[src/rtl/pdc_timer_pkg.sv]
package pdc_timer_pkg;
   localparam int unsigned REG_START = 0;
   localparam int unsigned REG_COUNT = 1;
   localparam int unsigned REG_CTRL  = 2;
   localparam int unsigned REG_CLEAR = 3;

   localparam int unsigned CB_EN  = 7;
   localparam int unsigned CB_PER = 6;
   localparam int unsigned CB_RHI = 3;
   localparam int unsigned CB_RLO = 2;

   typedef enum logic [1:0] {
      RATE_1    = 2'b00,
      RATE_A    = 2'b01,
      RATE_B    = 2'b10,
      RATE_B_AL = 2'b11
   } rate_e;

   typedef struct packed {
      logic  en;
      logic  periodic;
      rate_e rate;
   } ctrl_t;
endpackage

[src/rtl/pdc_timer_prescale.sv]
module pdc_timer_prescale
   import pdc_timer_pkg::*;
#(
   parameter int unsigned A_LOG2 = 4,
   parameter int unsigned B_LOG2 = 8
) (
   input  logic  clk,
   input  logic  rst_n,
   input  logic  en,
   input  rate_e rate,
   input  logic  restart,
   output logic  tick
);
   localparam int unsigned PW = B_LOG2;

   if (A_LOG2 < 1 || A_LOG2 >= B_LOG2) begin : g_bad_div
      $error("pdc_timer_prescale: need 1 <= A_LOG2 < B_LOG2");
   end

   logic [PW-1:0] phase;
   logic [2:0]    hit;

   always_ff @(posedge clk) begin
      if (!rst_n)               phase <= '0;
      else if (restart || !en)  phase <= '0;
      else                      phase <= phase + 1'b1;
   end

   for (genvar g = 0; g < 3; g++) begin : g_hit
      if (g == 0) begin : g_one
         assign hit[g] = 1'b1;
      end else if (g == 1) begin : g_a
         assign hit[g] = &phase[A_LOG2-1:0];
      end else begin : g_b
         assign hit[g] = &phase;
      end
   end

   logic sel_hit;
   always_comb begin
      unique case (rate)
         RATE_1:             sel_hit = hit[0];
         RATE_A:             sel_hit = hit[1];
         RATE_B, RATE_B_AL:  sel_hit = hit[2];
         default:            sel_hit = 1'b0;
      endcase
   end

   assign tick = en && !restart && sel_hit;

   p_tick_needs_en_r5: assert property (@(posedge clk) disable iff (!rst_n)
      tick |-> en);
   p_div_a_phase_r6: assert property (@(posedge clk) disable iff (!rst_n)
      (tick && rate == RATE_A) |=> (phase[A_LOG2-1:0] == '0));
   p_div_b_phase_r6: assert property (@(posedge clk) disable iff (!rst_n)
      (tick && rate[1]) |=> (phase == '0));
endmodule

[src/rtl/pdc_timer_count.sv]
module pdc_timer_count #(
   parameter int unsigned CNT_W = 16
) (
   input  logic             clk,
   input  logic             rst_n,
   input  logic             tick,
   input  logic             periodic,
   input  logic             start_wr,
   input  logic             count_wr,
   input  logic [CNT_W-1:0] wval,
   input  logic [CNT_W-1:0] start_val,
   output logic [CNT_W-1:0] cnt,
   output logic             expire
);
   localparam logic [CNT_W-1:0] ONE = CNT_W'(1);

   logic any_wr;
   assign any_wr = start_wr || count_wr;

   always_ff @(posedge clk) begin
      if (!rst_n) begin
         cnt <= '0;
      end else if (any_wr) begin
         cnt <= wval;
      end else if (tick) begin
         if (cnt == '0) cnt <= periodic ? start_val : '1;
         else           cnt <= cnt - ONE;
      end
   end

   assign expire = tick && !any_wr && (cnt == ONE);

   p_hold_r5: assert property (@(posedge clk) disable iff (!rst_n)
      (!tick && !any_wr) |=> $stable(cnt));
   p_wrap_r9: assert property (@(posedge clk) disable iff (!rst_n)
      (tick && !any_wr && !periodic && cnt == '0) |=> (&cnt));
   p_reload_r8: assert property (@(posedge clk) disable iff (!rst_n)
      (tick && !any_wr && periodic && cnt == '0) |=> (cnt == $past(start_val)));
endmodule

[src/rtl/pdc_timer_regs.sv]
module pdc_timer_regs
   import pdc_timer_pkg::*;
#(
   parameter int unsigned DATA_W = 32,
   parameter int unsigned ADDR_W = 4,
   parameter int unsigned CNT_W  = 16
) (
   input  logic              clk,
   input  logic              rst_n,
   input  logic              bus_wr,
   input  logic              bus_rd,
   input  logic [ADDR_W-1:0] bus_addr,
   input  logic [DATA_W-1:0] bus_wdata,
   input  logic [CNT_W-1:0]  cnt,
   input  logic              expire,
   output ctrl_t             ctrl,
   output logic [CNT_W-1:0]  start_val,
   output logic              start_wr,
   output logic              count_wr,
   output logic [DATA_W-1:0] bus_rdata,
   output logic              irq
);
   localparam logic [DATA_W-1:0] CTRL_MASK =
      (DATA_W'(1) << CB_EN) | (DATA_W'(1) << CB_PER) |
      (DATA_W'(1) << CB_RHI) | (DATA_W'(1) << CB_RLO);

   logic [1:0] idx;
   logic       ctrl_wr, clr_wr;
   assign idx      = bus_addr[3:2];
   assign start_wr = bus_wr && (idx == 2'(REG_START));
   assign count_wr = bus_wr && (idx == 2'(REG_COUNT));
   assign ctrl_wr  = bus_wr && (idx == 2'(REG_CTRL));
   assign clr_wr   = bus_wr && (idx == 2'(REG_CLEAR));

   always_ff @(posedge clk) begin
      if (!rst_n) begin
         ctrl      <= '0;
         start_val <= '0;
      end else begin
         if (ctrl_wr) begin
            ctrl.en       <= bus_wdata[CB_EN];
            ctrl.periodic <= bus_wdata[CB_PER];
            ctrl.rate     <= rate_e'(bus_wdata[CB_RHI:CB_RLO]);
         end
         if (start_wr) start_val <= bus_wdata[CNT_W-1:0];
      end
   end

   logic [DATA_W-1:0] rd_next;
   always_comb begin
      rd_next = '0;
      unique case (idx)
         2'(REG_START): rd_next[CNT_W-1:0] = start_val;
         2'(REG_COUNT): rd_next[CNT_W-1:0] = cnt;
         2'(REG_CTRL): begin
            rd_next[CB_EN]         = ctrl.en;
            rd_next[CB_PER]        = ctrl.periodic;
            rd_next[CB_RHI:CB_RLO] = ctrl.rate;
         end
         default: rd_next = '0;
      endcase
   end

   always_ff @(posedge clk) begin
      if (!rst_n)      bus_rdata <= '0;
      else if (bus_rd) bus_rdata <= rd_next;
   end

   always_ff @(posedge clk) begin
      if (!rst_n)      irq <= 1'b0;
      else if (expire) irq <= 1'b1;
      else if (clr_wr) irq <= 1'b0;
   end

   p_irq_cause_r7: assert property (@(posedge clk) disable iff (!rst_n)
      $rose(irq) |-> $past(expire));
   p_irq_clear_r10: assert property (@(posedge clk) disable iff (!rst_n)
      (clr_wr && !expire) |=> !irq);
   p_irq_set_wins_r10: assert property (@(posedge clk) disable iff (!rst_n)
      expire |=> irq);
   p_ctrl_rsvd_r2: assert property (@(posedge clk) disable iff (!rst_n)
      (bus_rd && idx == 2'(REG_CTRL)) |=> ((bus_rdata & ~CTRL_MASK) == '0));
endmodule

[src/rtl/pdc_timer.sv]
module pdc_timer
   import pdc_timer_pkg::*;
#(
   parameter int unsigned DATA_W = 32,
   parameter int unsigned ADDR_W = 4,
   parameter int unsigned CNT_W  = 16,
   parameter int unsigned A_LOG2 = 4,
   parameter int unsigned B_LOG2 = 8
) (
   input  logic              clk,
   input  logic              rst_n,
   input  logic              bus_wr,
   input  logic              bus_rd,
   input  logic [ADDR_W-1:0] bus_addr,
   input  logic [DATA_W-1:0] bus_wdata,
   output logic [DATA_W-1:0] bus_rdata,
   output logic              irq_o
);
   if (CNT_W > DATA_W || DATA_W < 8) begin : g_bad_width
      $error("pdc_timer: CNT_W must fit DATA_W, DATA_W >= 8");
   end
   if (ADDR_W < 4) begin : g_bad_addr
      $error("pdc_timer: ADDR_W must be at least 4");
   end

   ctrl_t            ctrl;
   logic [CNT_W-1:0] start_val, cnt;
   logic             start_wr, count_wr, expire, tick;

   pdc_timer_regs #(.DATA_W(DATA_W), .ADDR_W(ADDR_W), .CNT_W(CNT_W)) regs_i (
      .clk(clk), .rst_n(rst_n), .bus_wr(bus_wr), .bus_rd(bus_rd),
      .bus_addr(bus_addr), .bus_wdata(bus_wdata), .cnt(cnt), .expire(expire),
      .ctrl(ctrl), .start_val(start_val), .start_wr(start_wr),
      .count_wr(count_wr), .bus_rdata(bus_rdata), .irq(irq_o)
   );

   pdc_timer_prescale #(.A_LOG2(A_LOG2), .B_LOG2(B_LOG2)) pre_i (
      .clk(clk), .rst_n(rst_n), .en(ctrl.en), .rate(ctrl.rate),
      .restart(start_wr), .tick(tick)
   );

   pdc_timer_count #(.CNT_W(CNT_W)) cnt_i (
      .clk(clk), .rst_n(rst_n), .tick(tick), .periodic(ctrl.periodic),
      .start_wr(start_wr), .count_wr(count_wr),
      .wval(bus_wdata[CNT_W-1:0]), .start_val(start_val),
      .cnt(cnt), .expire(expire)
   );

   p_stop_r11: assert property (@(posedge clk) disable iff (!rst_n)
      !ctrl.en |-> !tick);
   p_restart_r3: assert property (@(posedge clk) disable iff (!rst_n)
      start_wr |=> (cnt == start_val));
endmodule

[config.mk]
export PLATFORM = sky130hd
export DESIGN_NAME = pdc_timer
export DESIGN_NICKNAME = d
export VERILOG_FILES = /design/src/rtl/pdc_timer_pkg.sv /design/src/rtl/pdc_timer_prescale.sv /design/src/rtl/pdc_timer_count.sv /design/src/rtl/pdc_timer_regs.sv /design/src/rtl/pdc_timer.sv
export SDC_FILE = /design/constraint.sdc
export NUM_CORES = 1
export LEC_CHECK = 0
export CAP_MARGIN = 20
export CORE_UTILIZATION = 45
export CTS_CLUSTER_SIZE = 20
export DETAILED_ROUTE_END_ITERATION = 10
export PLACE_DENSITY = 0.76
export RECOVER_POWER = 50
export SLEW_MARGIN = 20
export SYNTH_ARGS = -nofsm -noshare
export SYNTH_HDL_FRONTEND = slang
export SYNTH_SLANG_ARGS = --single-unit
[constraint.sdc]
create_clock -name clk -period 2.1 [get_ports clk]
set_input_delay 0.42 -clock clk [delete_from_list [all_inputs] [get_ports clk]]
set_output_delay 0.42 -clock clk [all_outputs]
set_load 0.02 [all_outputs]
==> impl_metrics.ini <==
[status]
status = complete, no violations

[global_routing]
first_global_vias = 2827
grt_max_degree = 30
grt_pass1_wl_um = 13600
grt_overflow = 0
antenna_found_initial = 0
grt_usage_pct = 23.5

[layout]
final_nets = 507
final_cell_mix = 61 x dfxtp_1, 60 x nand2_1, 49 x nor2_1
drive_above_1_share_pct = 13.0
final_area_um2 = 4000
layout_commonest_cell = dfxtp_1
fill_cells = 618
antenna_cells = 0
area_growth_pct = 26.3

[worst_setup_path]
cp_data_required_time_ns = 2.33
crit_chain = inv_1 -> ha_1 -> or3b_2 -> nor3_1 -> xnor2_1 -> nand2_1 -> o211ai_1 -> a31oi_1
end_kind = flip-flop
cp_max_fo = 6
slowest_delay_ns = 0.56
timing.rr.start = cnt_i.cnt[1]$_SDFFE_PN0P_
criticalPathCategory = flip-flop to flip-flop
slowest_stage = or3b_2
critPathLaunch = cnt_i.cnt[1]$_SDFFE_PN0P_
worstPathArrival_ns = 2.21
worst_setup_path_start_kind = flip-flop

[sta]
period_minus_slack_ns = 1.99
fin_crit_sh_pct = 94.5
fin_tns_setup_ns = 0
hold_violations = 0
clock_skew_ns = 0.00641
worst_slew_pin_slew_ns = 0.528
clock.fmax_mhz = 504
setup_viol = 0
relSlewSlack_pct = 64.8
drv_slew = 0
rsz0062_at_grt = no

[yosys]
ys_ff_latch = 61
synth_area_um2 = 3170
synth_edf_count = 0
syn_avg_cell_area_um2 = 7.75
yosysSeqAreaShare_pct = 38.5
ys_warn_count = 0
async_reset_ff_share_pct = 0
synthFlopType = dfxtp_1
ys_types = 47
synthCells = 409

[place]
hpwlAfterDp_um = 5890
finalWeightedCongestion = 0.947
portBuffers = 38
place_area_um2 = 3770

[drt]
ant_nets = 0
dr_total_vias = 3097
routed_wl_um = 8080
firstDrtPassIters = 4
vias_per_cell = 5.49
avgRoutedWirePerCell_um = 14.3
dr.first_iter.drc_count = 236
drcViolationCount = 0

[floorplan]
die_w_um = 85.9
ios = 73
initial_core_util_pct = 46.6
row_count = 30
dieArea_um2 = 7380
coreArea_um2 = 6790
fp.dieH_um = 85.9

[clock_network]
cts-buffers-inserted = 9
clk_pin_slew_worst_paths_ns = 0.07
postCtsHoldBufs = 0
cts_tree = built
htreeDepth = 3
cts_sinks = 61
clk_path_buf_depth = 2
cts_root_buffer = clkbuf_8
insertion_delay_ns = 0.35

[pwr]
vdd_drop_max_mv = 0.286
power-per-cell-area_nw_per_um2 = 732
p_leak_nw = 1.52
p_total_w = 0.00293

[run]
maxCapViolCount = 0

[worst_hold_path]
min_path_type = flip-flop to flip-flop
min-delay-start = pre_i.phase[0]$_SDFF_PP0_
## flip-flops by register name, summed over array words and instances, names as in the netlist
signal and count:
regs_i.bus_rdata 16, regs_i.irq 1, regs_i.start_val 16, cnt_i.cnt 16
regs_i.ctrl 4, pre_i.phase 8
## repair_timing
action,CTS,global route
resized for setup,0,6
setup buffers,0,0
setup endpoints to repair,0,10
## report_power, final
part | switching [W] | leakage (nW) | internal (W) | total, W
logic | 0.000321 | 0.909 | 0.000267 | 0.000588
clock network | 0.000462 | 0.112 | 0.000638 | 0.00110
registers | 0.0000448 | 0.496 | 0.00120 | 0.00124
total | 0.000828 | 1.52 | 0.00210 | 0.00293
## final timing paths
path | to | slack (ns) | cells past startpoint
hold reg to reg | pre_i.phase[0]$_SDFF_PP0_ | 0.46 | 1
setup reg to reg | cnt_i.cnt[6]$_SDFFE_PN0P_ | 0.11 | 8
setup / recovery | cnt_i.cnt[6]$_SDFFE_PN0P_ | 0.11 | 8
hold / removal | pre_i.phase[0]$_SDFF_PP0_ | 0.46 | 1
## metrics by stage
step	std cells	hold WS (ns)	setup WS [ns]	util (%)
2_1_floorplan	424	0.426	0.114	-
3_3_place_gp	548	0.439	0.0702	55.5
4_1_cts	564	0.463	0.0123	58.6
3_5_place_dp	548	0.447	0.0718	55.5
5_1_grt	564	0.496	0.0232	58.9
6_report	564	0.462	0.115	58.9
## Yosys cell counts (3+ instances only)
cell / instances / area share (%)
dfxtp_1: 61 / 39
nand2_1: 60 / 7.1
nor2_1: 49 / 5.8
a21oi_1: 45 / 7.1
clkbuf_1: 24 / 2.8
nand3_1: 22 / 3.5
mux2i_1: 20 / 6.3
buf_4: 16 / 3.8
a31oi_1: 15 / 3.0
o211ai_1: 11 / 2.6
inv_1: 8 / 0.95
nor3_1: 8 / 1.3
xnor2_1: 5 / 1.4
a211oi_1: 4 / 0.95
ha_1: 4 / 1.6
nand4_1: 4 / 0.79
nor4_1: 4 / 0.79
nand2b_1: 3 / 0.59
nor2b_1: 3 / 0.59
o21ai_0: 3 / 0.47
o221ai_1: 3 / 0.83
xor2_1: 3 / 0.83
## metal layers
metal | GRT usage [%] | up-vias | share of wire (%)
met5 | 0 | - | 0
met4 | 10.2 | 0 | 1.8
met3 | 5.10 | 12 | 5.8
met2 | 36.1 | 105 | 47
met1 | 31.8 | 1468 | 46
li1 | - | 1512 | -
## logic make-up after synthesis
| kind of cell | count (synthesis) | synth area share (%) |
|---|---|---|
| other | 1 | 0.118 |
| muxes | 20 | 6.32 |
| AOI/OAI and AO/OA | 92 | 17.9 |
| buffers and inverters | 54 | 8.73 |
| xor gates and xnor gates | 8 | 2.21 |
| and+or+nand+nor | 169 | 24.6 |
| adders and majority gates | 4 | 1.58 |
| DFF | 61 | 38.5 |
## final cells by class
| class | instances | area [um2] | share of cell area (%) |
|---|---|---|---|
| Sequential cell | 61 | 1220 | 30.5 |
| Clock inverter | 4 | 45.0 | 1.13 |
| Clock buffer | 12 | 165 | 4.13 |
| Tap cell | 96 | 120 | 3.00 |
| Inverter | 9 | 33.8 | 0.844 |
| Multi-Input combinational cell | 309 | 1760 | 43.9 |
| Timing Repair Buffer | 73 | 658 | 16.4 |
## critical path, delay by kind of cell, from the launching register on
family / cells / cell delay [ns]
AO/OA/AOI/OAI: 2 / 0.19
XOR/XNOR: 1 / 0.17
adder cells (fa/ha/maj): 1 / 0.20
buffers and inverters: 1 / 0.10
flip-flops: 1 / 0.31
AND/OR/NAND/NOR: 3 / 0.88
(Power assumes the default switching activity.)
